[config.mk]
export PLATFORM = sky130hd
export DESIGN_NAME = ddc_chunk_reader
export DESIGN_NICKNAME = d
export VERILOG_FILES = /design/src/rtl/ddc_pkg.sv /design/src/rtl/ddc_read_window.sv /design/src/rtl/ddc_xfer_seq.sv /design/src/rtl/ddc_irq_ctrl.sv /design/src/rtl/ddc_chunk_reader.sv
export SDC_FILE = /design/constraint.sdc
export NUM_CORES = 2
export LEC_CHECK = 0
export CORE_MARGIN = 1.5
export CORE_UTILIZATION = 49
export DETAILED_ROUTE_END_ITERATION = 6
export GPL_ROUTABILITY_DRIVEN = 0
export GPL_TIMING_DRIVEN = 1
export PLACE_DENSITY = 0.64
export SLEW_MARGIN = 10
export SYNTH_ARGS = -nofsm -noshare
export SYNTH_HDL_FRONTEND = slang
export SYNTH_SLANG_ARGS = --single-unit
[constraint.sdc]
create_clock -name clk -period 4.2 [get_ports clk]
set_clock_uncertainty 0.2 [all_clocks]
set_input_delay 0.84 -clock clk [delete_from_list [all_inputs] [get_ports clk]]
set_output_delay 0.84 -clock clk [all_outputs]
set_load 0.005 [all_outputs]
[src/rtl/ddc_pkg.sv]
package ddc_pkg;

    typedef enum logic [2:0] {
        ST_IDLE  = 3'd0,
        ST_FETCH = 3'd1,
        ST_PAUSE = 3'd2,
        ST_DONE  = 3'd3,
        ST_FAIL  = 3'd4
    } xfer_state_e;

    typedef enum logic [1:0] {
        XT_SEC_WRITE = 2'd0,
        XT_SEC_LINK  = 2'd1,
        XT_SEC_READ  = 2'd2,
        XT_MON_READ  = 2'd3
    } xfer_type_e;

    typedef struct packed {
        logic err;
        logic full;
        logic done;
    } xfer_evt_t;

    // control register fields
    localparam int CTL_EN_BIT   = 0;
    localparam int CTL_CONT_BIT = 1;
    localparam int CTL_TYPE_LSB = 2;
    localparam int CTL_LEN_LSB  = 20;

    // interrupt bit positions
    localparam int IRQ_W    = 5;
    localparam int IRQ_HPD  = 0;
    localparam int IRQ_DONE = 2;
    localparam int IRQ_FULL = 3;
    localparam int IRQ_ERR  = 4;
    localparam logic [IRQ_W-1:0] IRQ_MASK = 5'b11101;

    // word addresses
    localparam int A_CTRL = 0;
    localparam int A_IEN  = 1;
    localparam int A_STS  = 2;

    function automatic logic type_reads(input xfer_type_e t);
        return t != XT_SEC_WRITE;
    endfunction

endpackage

[src/rtl/ddc_read_window.sv]
module ddc_read_window #(
    parameter int WIN_WORDS = 16
) (
    input  logic                              clk,
    input  logic                              rst,
    input  logic                              clr_i,
    input  logic                              wr_en_i,
    input  logic [$clog2(WIN_WORDS*4)-1:0]    wr_pos_i,
    input  logic [7:0]                        wr_byte_i,
    input  logic [$clog2(WIN_WORDS)-1:0]      rd_idx_i,
    output logic [31:0]                       rd_word_o
);
    localparam int WIN_BYTES = WIN_WORDS * 4;
    localparam int POS_W     = $clog2(WIN_BYTES);

    logic [WIN_BYTES-1:0][7:0] bytes_all;

    generate
        for (genvar i = 0; i < WIN_BYTES; i++) begin : g_byte
            logic [7:0] cell_q;
            always_ff @(posedge clk) begin
                if (rst || clr_i) begin
                    cell_q <= '0;
                end else if (wr_en_i && (wr_pos_i == POS_W'(i))) begin
                    cell_q <= wr_byte_i;
                end
            end
            assign bytes_all[i] = cell_q;
        end
    endgenerate

    assign rd_word_o = bytes_all[{rd_idx_i, 2'b00} +: 4];

endmodule

[src/rtl/ddc_xfer_seq.sv]
module ddc_xfer_seq
    import ddc_pkg::*;
#(
    parameter int LEN_W     = 12,
    parameter int WIN_BYTES = 64
) (
    input  logic                         clk,
    input  logic                         rst,
    input  logic                         start_i,
    input  logic                         abort_i,
    input  logic [LEN_W-1:0]             new_len_i,
    input  logic [LEN_W-1:0]             len_i,
    input  logic                         cont_req_i,
    input  logic                         eng_valid_i,
    input  logic                         eng_err_i,
    output logic                         eng_req_o,
    output logic                         win_clr_o,
    output logic                         win_wr_o,
    output logic [$clog2(WIN_BYTES)-1:0] win_pos_o,
    output xfer_evt_t                    evt_o,
    output logic                         cont_take_o
);
    localparam int POS_W = $clog2(WIN_BYTES);

    xfer_state_e       state_q, state_d;
    logic [LEN_W-1:0]  cnt_q, cnt_d;
    logic [POS_W-1:0]  pos_q, pos_d;
    logic              take, last, win_end, fetching;

    always_comb begin
        fetching    = (state_q == ST_FETCH);
        take        = fetching && eng_valid_i && !eng_err_i && !abort_i;
        last        = (cnt_q + LEN_W'(1)) == len_i;
        win_end     = (pos_q == POS_W'(WIN_BYTES - 1));

        eng_req_o   = fetching;
        evt_o.err   = fetching && eng_err_i && !abort_i;
        evt_o.done  = (take && last) ||
                      ((state_q == ST_IDLE) && start_i && (new_len_i == '0));
        evt_o.full  = take && !last && win_end;
        cont_take_o = (state_q == ST_PAUSE) && cont_req_i && !abort_i;
        win_clr_o   = ((state_q == ST_IDLE) && start_i) || cont_take_o;
        win_wr_o    = take;
        win_pos_o   = pos_q;

        state_d = state_q;
        cnt_d   = cnt_q;
        pos_d   = pos_q;
        if (abort_i) begin
            state_d = ST_IDLE;
        end else begin
            case (state_q)
                ST_IDLE: begin
                    if (start_i) begin
                        cnt_d   = '0;
                        pos_d   = '0;
                        state_d = (new_len_i == '0) ? ST_DONE : ST_FETCH;
                    end
                end
                ST_FETCH: begin
                    if (eng_err_i) begin
                        state_d = ST_FAIL;
                    end else if (take) begin
                        cnt_d = cnt_q + LEN_W'(1);
                        pos_d = pos_q + POS_W'(1);
                        if (last) begin
                            state_d = ST_DONE;
                        end else if (win_end) begin
                            state_d = ST_PAUSE;
                        end
                    end
                end
                ST_PAUSE: begin
                    if (cont_take_o) begin
                        pos_d   = '0;
                        state_d = ST_FETCH;
                    end
                end
                default: ;
            endcase
        end
    end

    always_ff @(posedge clk) begin
        if (rst) begin
            state_q <= ST_IDLE;
            cnt_q   <= '0;
            pos_q   <= '0;
        end else begin
            state_q <= state_d;
            cnt_q   <= cnt_d;
            pos_q   <= pos_d;
        end
    end

endmodule

[src/rtl/ddc_irq_ctrl.sv]
module ddc_irq_ctrl
    import ddc_pkg::*;
(
    input  logic             clk,
    input  logic             rst,
    input  logic [IRQ_W-1:0] set_i,
    input  logic             ien_we_i,
    input  logic             sts_we_i,
    input  logic [IRQ_W-1:0] wdata_i,
    output logic [IRQ_W-1:0] ien_o,
    output logic [IRQ_W-1:0] sts_o,
    output logic             irq_o
);
    logic [IRQ_W-1:0] clr_vec;

    always_comb begin
        clr_vec = sts_we_i ? wdata_i : '0;
    end

    always_ff @(posedge clk) begin
        if (rst) begin
            ien_o <= '0;
            sts_o <= '0;
            irq_o <= 1'b0;
        end else begin
            if (ien_we_i) begin
                ien_o <= wdata_i & IRQ_MASK;
            end
            sts_o <= ((sts_o & ~clr_vec) | set_i) & IRQ_MASK;
            irq_o <= |(sts_o & ien_o);
        end
    end

endmodule

[src/rtl/ddc_chunk_reader.sv]
module ddc_chunk_reader
    import ddc_pkg::*;
#(
    parameter int LEN_W     = 12,
    parameter int WIN_WORDS = 16,
    parameter int ADDR_W    = 6,
    parameter int WIN_BASE  = 16
) (
    input  logic              clk,
    input  logic              rst,
    input  logic              hb_wr_en,
    input  logic [ADDR_W-1:0] hb_addr,
    input  logic [31:0]       hb_wdata,
    output logic [31:0]       hb_rdata,
    output logic              eng_req,
    output logic              eng_rd,
    output logic [1:0]        eng_type,
    input  logic [7:0]        eng_byte,
    input  logic              eng_valid,
    input  logic              eng_err,
    input  logic              hpd_in,
    output logic              irq
);
    localparam int WIN_BYTES = WIN_WORDS * 4;
    localparam int POS_W     = $clog2(WIN_BYTES);
    localparam int IDX_W     = $clog2(WIN_WORDS);

    logic             en_q, cont_q, hpd_q;
    xfer_type_e       type_q;
    logic [LEN_W-1:0] len_q, new_len;
    logic             ctrl_we, ien_we, sts_we, start, abort;
    logic             cont_take, win_clr, win_wr;
    logic [POS_W-1:0] win_pos;
    xfer_evt_t        evt;
    logic [IRQ_W-1:0] set_vec, ien_q, sts_q;
    logic             win_hit;
    logic [IDX_W-1:0] rd_idx;
    logic [31:0]      win_word;

    // host write decode
    always_comb begin
        ctrl_we = hb_wr_en && (hb_addr == ADDR_W'(A_CTRL));
        ien_we  = hb_wr_en && (hb_addr == ADDR_W'(A_IEN));
        sts_we  = hb_wr_en && (hb_addr == ADDR_W'(A_STS));
        start   = ctrl_we && hb_wdata[CTL_EN_BIT] && !en_q;
        abort   = ctrl_we && !hb_wdata[CTL_EN_BIT] && en_q;
        new_len = hb_wdata[CTL_LEN_LSB +: LEN_W];
    end

    // control register: fields locked while enabled
    always_ff @(posedge clk) begin
        if (rst) begin
            en_q   <= 1'b0;
            cont_q <= 1'b0;
            type_q <= XT_SEC_WRITE;
            len_q  <= '0;
        end else begin
            if (ctrl_we) begin
                en_q <= hb_wdata[CTL_EN_BIT];
                if (!en_q) begin
                    type_q <= xfer_type_e'(hb_wdata[CTL_TYPE_LSB +: 2]);
                    len_q  <= new_len;
                end
            end
            if (ctrl_we && !hb_wdata[CTL_EN_BIT]) begin
                cont_q <= 1'b0;
            end else if (cont_take) begin
                cont_q <= 1'b0;
            end else if (ctrl_we && hb_wdata[CTL_CONT_BIT] && en_q) begin
                cont_q <= 1'b1;
            end
        end
    end

    always_ff @(posedge clk) begin
        if (rst) begin
            hpd_q <= 1'b0;
        end else begin
            hpd_q <= hpd_in;
        end
    end

    ddc_xfer_seq #(
        .LEN_W     (LEN_W),
        .WIN_BYTES (WIN_BYTES)
    ) u_seq (
        .clk         (clk),
        .rst         (rst),
        .start_i     (start),
        .abort_i     (abort),
        .new_len_i   (new_len),
        .len_i       (len_q),
        .cont_req_i  (cont_q),
        .eng_valid_i (eng_valid),
        .eng_err_i   (eng_err),
        .eng_req_o   (eng_req),
        .win_clr_o   (win_clr),
        .win_wr_o    (win_wr),
        .win_pos_o   (win_pos),
        .evt_o       (evt),
        .cont_take_o (cont_take)
    );

    ddc_read_window #(
        .WIN_WORDS (WIN_WORDS)
    ) u_win (
        .clk       (clk),
        .rst       (rst),
        .clr_i     (win_clr),
        .wr_en_i   (win_wr && type_reads(type_q)),
        .wr_pos_i  (win_pos),
        .wr_byte_i (eng_byte),
        .rd_idx_i  (rd_idx),
        .rd_word_o (win_word)
    );

    always_comb begin
        set_vec           = '0;
        set_vec[IRQ_HPD]  = hpd_in && !hpd_q;
        set_vec[IRQ_DONE] = evt.done;
        set_vec[IRQ_FULL] = evt.full;
        set_vec[IRQ_ERR]  = evt.err;
    end

    ddc_irq_ctrl u_irq (
        .clk      (clk),
        .rst      (rst),
        .set_i    (set_vec),
        .ien_we_i (ien_we),
        .sts_we_i (sts_we),
        .wdata_i  (hb_wdata[IRQ_W-1:0]),
        .ien_o    (ien_q),
        .sts_o    (sts_q),
        .irq_o    (irq)
    );

    assign eng_rd   = type_reads(type_q);
    assign eng_type = type_q;

    // host read mux
    always_comb begin
        win_hit  = (hb_addr >= ADDR_W'(WIN_BASE)) &&
                   (hb_addr <  ADDR_W'(WIN_BASE + WIN_WORDS));
        rd_idx   = IDX_W'(hb_addr - ADDR_W'(WIN_BASE));
        hb_rdata = '0;
        if (hb_addr == ADDR_W'(A_CTRL)) begin
            hb_rdata[CTL_EN_BIT]             = en_q;
            hb_rdata[CTL_CONT_BIT]           = cont_q;
            hb_rdata[CTL_TYPE_LSB +: 2]      = type_q;
            hb_rdata[CTL_LEN_LSB +: LEN_W]   = len_q;
        end else if (hb_addr == ADDR_W'(A_IEN)) begin
            hb_rdata[IRQ_W-1:0] = ien_q;
        end else if (hb_addr == ADDR_W'(A_STS)) begin
            hb_rdata[IRQ_W-1:0] = sts_q;
        end else if (win_hit) begin
            hb_rdata = win_word;
        end
    end

endmodule

# --- Word level (Yosys, flattened, before mapping) ---
# Index checks and enable logic that the tools add are counted.
word_totals:
  ff_bits: 560
  in_bits: 52
  output_inout_bits: 37
  wordCells: 306
classes:
  n_addsub: 3
  magnitude_cmp: 2
  n_eq_ne: 74
  n_shift: 8
  n_mux: 26
  bitwise_logic: 6
  n_reduce_logical: 111
ops:
  columns: ["cell", "n"]
  rows:
  - ["$shiftx 64x7->4", 8]
  - ["$eq 6x6->1 const B", 32]
  - ["$eq 6x5->1 const B", 16]
  - ["$logic_and 1x1->1", 88]
  - ["$mux 27", 2]
  - ["$eq 6x4->1 const B", 8]
  - ["$mux 12", 4]
  - ["$mux 32", 1]
  - ["$eq 6x3->1 const B", 4]
  - ["$mux 6", 4]
  - ["$pmux 12 s2", 1]
  - ["$eq 6x2->1 const B", 3]
  - ["$mux 3", 6]
  - ["$pmux 6 s3", 1]
  - ["$mux 16", 1]
  - ["$mux 5", 3]
  - ["$add 12x1->12 const B", 1]
  - ["$eq 12x12->1", 1]
  - ["$eq 6x1->1 const B", 2]
  - ["$logic_not 12->1", 1]
  - ["$logic_not 6->1", 2]
  - ["$and 5x5->5", 2]
  - ["$reduce_and 5->1", 2]
  - ["$pmux 3 s3", 1]
  - ["25 further kinds", 36]

# --- Logic depth before layout (Yosys ltp) ---
logic_depth:
  depth_word: 9
  ltp_mapped: 11
  mapped_depth_nobuf: 7

# --- Cells and area by module ---
# From an unflattened synthesis, not the netlist that was laid out.
unflattened:
  hier_cells: 3066
  area_unflattened_um2: 26689.3
modules_own_cells:
  columns: ["mod", "n_inst", "cells_per_inst", "area_per_inst_um2", "seq_area_each_um2"]
  rows:
  - ["ddc_read_window", 1, 2704, 23568.9, 10249.8]
  - ["ddc_xfer_seq", 1, 184, 1527.7, 420.4]
  - ["ddc_chunk_reader", 1, 146, 1237.4, 340.3]
  - ["ddc_irq_ctrl", 1, 32, 355.3, 180.2]

# --- Worst setup path before layout ---
# OpenSTA, ideal clock, no wires.
synth_timing:
  kind: "input to output"
  startpoint: "input hb_addr[0]"
  endpoint: "output hb_rdata[10]"
  arrival_ns: 3.004
  t_required_ns: 3.160
  setup_slack_ns: 0.156
  path_stages: 6
  path_buffers: 3
  cell_sequence: "buf_2 buf_2 buf_1 mux4_2 mux4_2 nor2b_1"
synth_between:
  elab_chain_cells: 6
  word_cells_on_any_way: 12
  cone_classes: "add/sub: 1; order compare: 2; eq/ne: 2; shift: 1; mux: 4; reduce/logical: 2"
synth_rtl:
  columns: ["item", "line", "source"]
  rows:
  - ["from (decl)", "ddc_chunk_reader.sv:12", "input logic [ADDR_W-1:0] hb_addr,"]
  - ["$sub 4x1->4, or another cell as far along", "ddc_chunk_reader.sv:144", "rd_idx = IDX_W'(hb_addr - ADDR_W'(WIN_BASE));"]
  - ["$shiftx 64x7->4 / $logic_and 1x1->1 (equally long branches)", "ddc_read_window.sv:32, ddc_chunk_reader.sv:142", null]
  - ["$mux 32", "ddc_chunk_reader.sv:155", "end else if (win_hit) begin"]
  - ["$mux 27", "ddc_chunk_reader.sv:153", "end else if (hb_addr == ADDR_W'(A_STS)) begin"]
  - ["$mux 27", "ddc_chunk_reader.sv:151", "end else if (hb_addr == ADDR_W'(A_IEN)) begin"]
  - ["$mux 16 *", "ddc_chunk_reader.sv:146", "if (hb_addr == ADDR_W'(A_CTRL)) begin"]
  - ["to (decl)", "ddc_chunk_reader.sv:14", "output logic [31:0] hb_rdata,"]
# Mark *: on every way between the ends. The rest lies on a longest branch, timed or not.

# --- Final worst setup path ---
layout_timing:
  startpoint: "input hb_addr[0]"
  endpoint: "output hb_rdata[21]"
layout_between:
  elab_chain_cells: 6
  word_cells_on_any_way: 12
  cone_classes: "add/sub: 1; order compare: 2; eq/ne: 2; shift: 1; mux: 4; reduce/logical: 2"
layout_rtl:
  columns: ["item", "line"]
  rows:
  - ["$sub 4x1->4, or another cell as far along", "ddc_chunk_reader.sv:144"]
  - ["$shiftx 64x7->4 / $logic_and 1x1->1 (equally long branches)", "ddc_read_window.sv:32, ddc_chunk_reader.sv:142"]
  - ["$mux 32", "ddc_chunk_reader.sv:155"]
  - ["$mux 27", "ddc_chunk_reader.sv:153"]
  - ["$mux 27", "ddc_chunk_reader.sv:151"]
  - ["$mux 12 *", "ddc_chunk_reader.sv:146"]
# Marks and branches as above.

==> results.json <==
{
  "portBuffers": 73,
  "p_sw_share_pct": 23.0,
  "power_frac_comb_pct": 4.3,
  "clockPowerShare_pct": 47.3,
  "ys.flop_type": "dfxtp_1",
  "worst_slew_pin_slew_ns": 1.00,
  "hold_class": "register to register",
  "seqPwrFrac_pct": 48.4,
  "worst_setup_path_end_kind": "output pin",
  "r2r_setup_slack_ns": 0.99,
  "clk_path_buf_depth": 3,
  "row_count": 82,
  "finalCritPeriodShare_pct": 99.3,
  "clkTransAtPathRegs_ns": 0.06,
  "powerDensity_nw_per_um2": 385,
  "overflow": 0,
  "synth.top_cells.by_count": "559 x dfxtp_1, 505 x nand2_1, 342 x a21oi_1",
  "grt_max_degree": 133,
  "cts_tree": "built",
  "synth_most_common_cell": "dfxtp_1",
  "postCtsSetupRepairBufs": 0,
  "netlist_area_sq_um": 25100,
  "synth.area.top_cells": "dfxtp_1 45%, mux4_2 14%, mux2i_1 8.4%",
  "max_freq_mhz": 240,
  "avgSynthCellArea_sq_um": 9.26,
  "ys_async_sr_fraction_pct": 0,
  "p_int_mw": 8.45,
  "antenna_found_initial": 1,
  "p_leak_nw": 10.9,
  "outcome": "completed",
  "totalWireLength_mm": 68.9,
  "drv_cap": 0,
  "synth_largest_area_cell": "dfxtp_1",
  "root_buffer": "clkbuf_16",
  "dieHeight_um": 229,
  "hold_ws_ns": 0.245,
  "cp-start-kind": "input port",
  "path_common_cell": "mux4_2",
  "antenna_left": 0,
  "layout.nets": 2765,
  "die-area_sq_um": 52600,
  "rsz0062_at_grt": "no",
  "worstPathRequired_ns": 3.16,
  "drcViolationCount": 0,
  "power.switching_mw": 2.52,
  "netlist.area_leader.share_pct": 44.6,
  "clk_latency_ns": 0.63,
  "max_stage_delay_ns": 0.53,
  "n_antenna_cell": 0,
  "yosysWarnings": 0,
  "cts_made_buffers": 59,
  "crit_family": "buffers and inverters",
  "path_class": "input port to output pin",
  "grt_pass1_vias": 19500,
  "drive_gt1_share_pct": 13.4,
  "drt_iter0_drc": 1962,
  "peakVddDrop_v": 0.000293,
  "crit_path_top_delay_cell": "mux4_2",
  "area_growth_pct": 13.5,
  "slew_headroom_pct": 33.0,
  "cp.arrival_ns": 3.13,
  "ios": 89,
  "place_hpwl_mm": 43.3,
  "ys_seq_area_share_pct": 44.6,
  "dr.pass1.iters": 6,
  "cts.sinks": 559,
  "wl_per_cell_um": 20.1,
  "vias_per_cell": 5.87,
  "ys_seq_elements": 559,
  "layout_min_cycle_time_ns": 4.17,
  "synthesis.instances": 2709,
  "grt_usage_pct": 26.0,
  "fin_cells": 3427,
  "crit_chain": "clkbuf_16, buf_4, mux4_2, mux4_2, inv_1, o21ai_0, clkdlybuf4s50_1",
  "worstPathMaxFanout": 25,
  "synthesis.nets": 2767,
  "grt_pass1_wl_mm": 110,
  "initial_core_util_pct": 49.8,
  "setup_violations": 0,
  "ys_types": 50,
  "synth_edf_count": 0,
  "slew_viol_final": 0,
  "htree_levels": 2,
  "coreArea_sq_um": 50400,
  "hold_viol_final": 0,
  "path_buf_inv": 4,
  "finish.utilization_pct": 56.6,
  "vias": 20100,
  "die_w_um": 229,
  "dp.cells": 3318
}
what timing repair did:
item,CTS,global route
cloned,0,0
hold buffers,0,0
endpoints found under the setup margin,17,3
hold endpoints to repair,0,0
gates resized for setup,2,2
cells by family after synthesis:
group           Yosys count  share of synthesized area [%]
compound gates          519                           10.8
xor+xnor                 24                          0.838
fa+ha+maj                 6                          0.299
buf+inv                 246                           4.35
flops                   559                           44.6
mux                     371                           22.8
simple gates            984                           16.3
state kept, by name, indices dropped and copies added (netlist names):
name,flops
cont_q,1
u_seq.state_q,3
en_q,1
u_seq.win_pos_o,6
u_irq.sts_o,4
u_seq.cnt_q,12
len_q,12
u_win.g_byte.cell_q,512
u_irq.ien_o,4
hpd_q,1
u_irq.irq_o,1
eng_type,2
worst register-to-register path, cell delays in order (launching register included):
cell	delay, ns
dfxtp_1	0.39
nor2_1	0.58
o31ai_4	0.26
nor4_2	0.38
buf_12	0.33
nand3_1	0.53
mux2i_1	0.36
nor2_1	0.06
placed cells by master (no fill, tap or decap), types with 13 or more instances in the layout:
master	synthesis	layout
buf_12	0	21
clkinv_2	0	17
inv_1	25	25
nor2b_1	28	28
nor2_1	268	268
buf_4	2	64
xor2_1	13	13
nand2_1	505	505
clkdlybuf4s50_1	0	61
mux2i_1	211	211
clkbuf_16	0	60
o21ai_0	146	146
nand3_1	116	116
a21oi_1	342	342
dfxtp_1	559	559
mux4_2	160	160
clkbuf_1	109	14
worst paths after layout:
path	to	startpoint	depth (start not counted)
worst min register to register	u_win.g_byte[28].cell_q[5]	u_win.g_byte[28].cell_q[5]	2
worst max register to register	u_win.g_byte[21].cell_q[2]	u_seq.state_q[1]	7
worst max-delay path	hb_rdata[21]	hb_addr[0]	7
worst min-delay path	u_win.g_byte[28].cell_q[5]	u_win.g_byte[28].cell_q[5]	2
per-stage QoR:
step | setup WS (ns) | area (sq um) | setup TNS, ns | power [mW]
3_5_place_dp | -0.0626 | 26600 | -0.441 | 5.89
5_1_grt | 0.00720 | 28500 | 0 | 11.3
6_report | 0.0297 | 28500 | 0 | 11.0
2_1_floorplan | 0.156 | 25100 | 0 | 5.72
3_3_place_gp | -0.0523 | 26600 | -0.220 | 5.89
4_1_cts | 0.0403 | 28500 | 0 | 11.1
layout make-up:
class                   instances  area (sq um)
fillers                      4406         21900
multi-input cells            1904         12900
flip-flops and latches        559         11200
clock buffers                  82          1650
repair buffers                158          1600
well taps                     672           841
clock inverters                27           255
inverters                      25          93.8
power groups by stage:
stage	sequential [mW]	clock [mW]	combinational (mW)
global route	5.30	5.50	0.502
CTS	5.31	5.28	0.473
floorplan	5.42	0	0.299
detailed placement	5.42	0	0.470
global placement	5.42	0	0.463
finish	5.31	5.19	0.475
per-layer routing:
| metal | vias to the layer above | GRT usage (%) | wire length (um) |
|---|---|---|---|
| met5 | - | 0 | 10 |
| met4 | 2 | 8.06 | 1520 |
| met3 | 109 | 3.36 | 4310 |
| met2 | 704 | 42.3 | 32500 |
| met1 | 9852 | 36.2 | 30600 |
| li1 | 9450 | - | - |
Power figures use the tool's default switching activity.
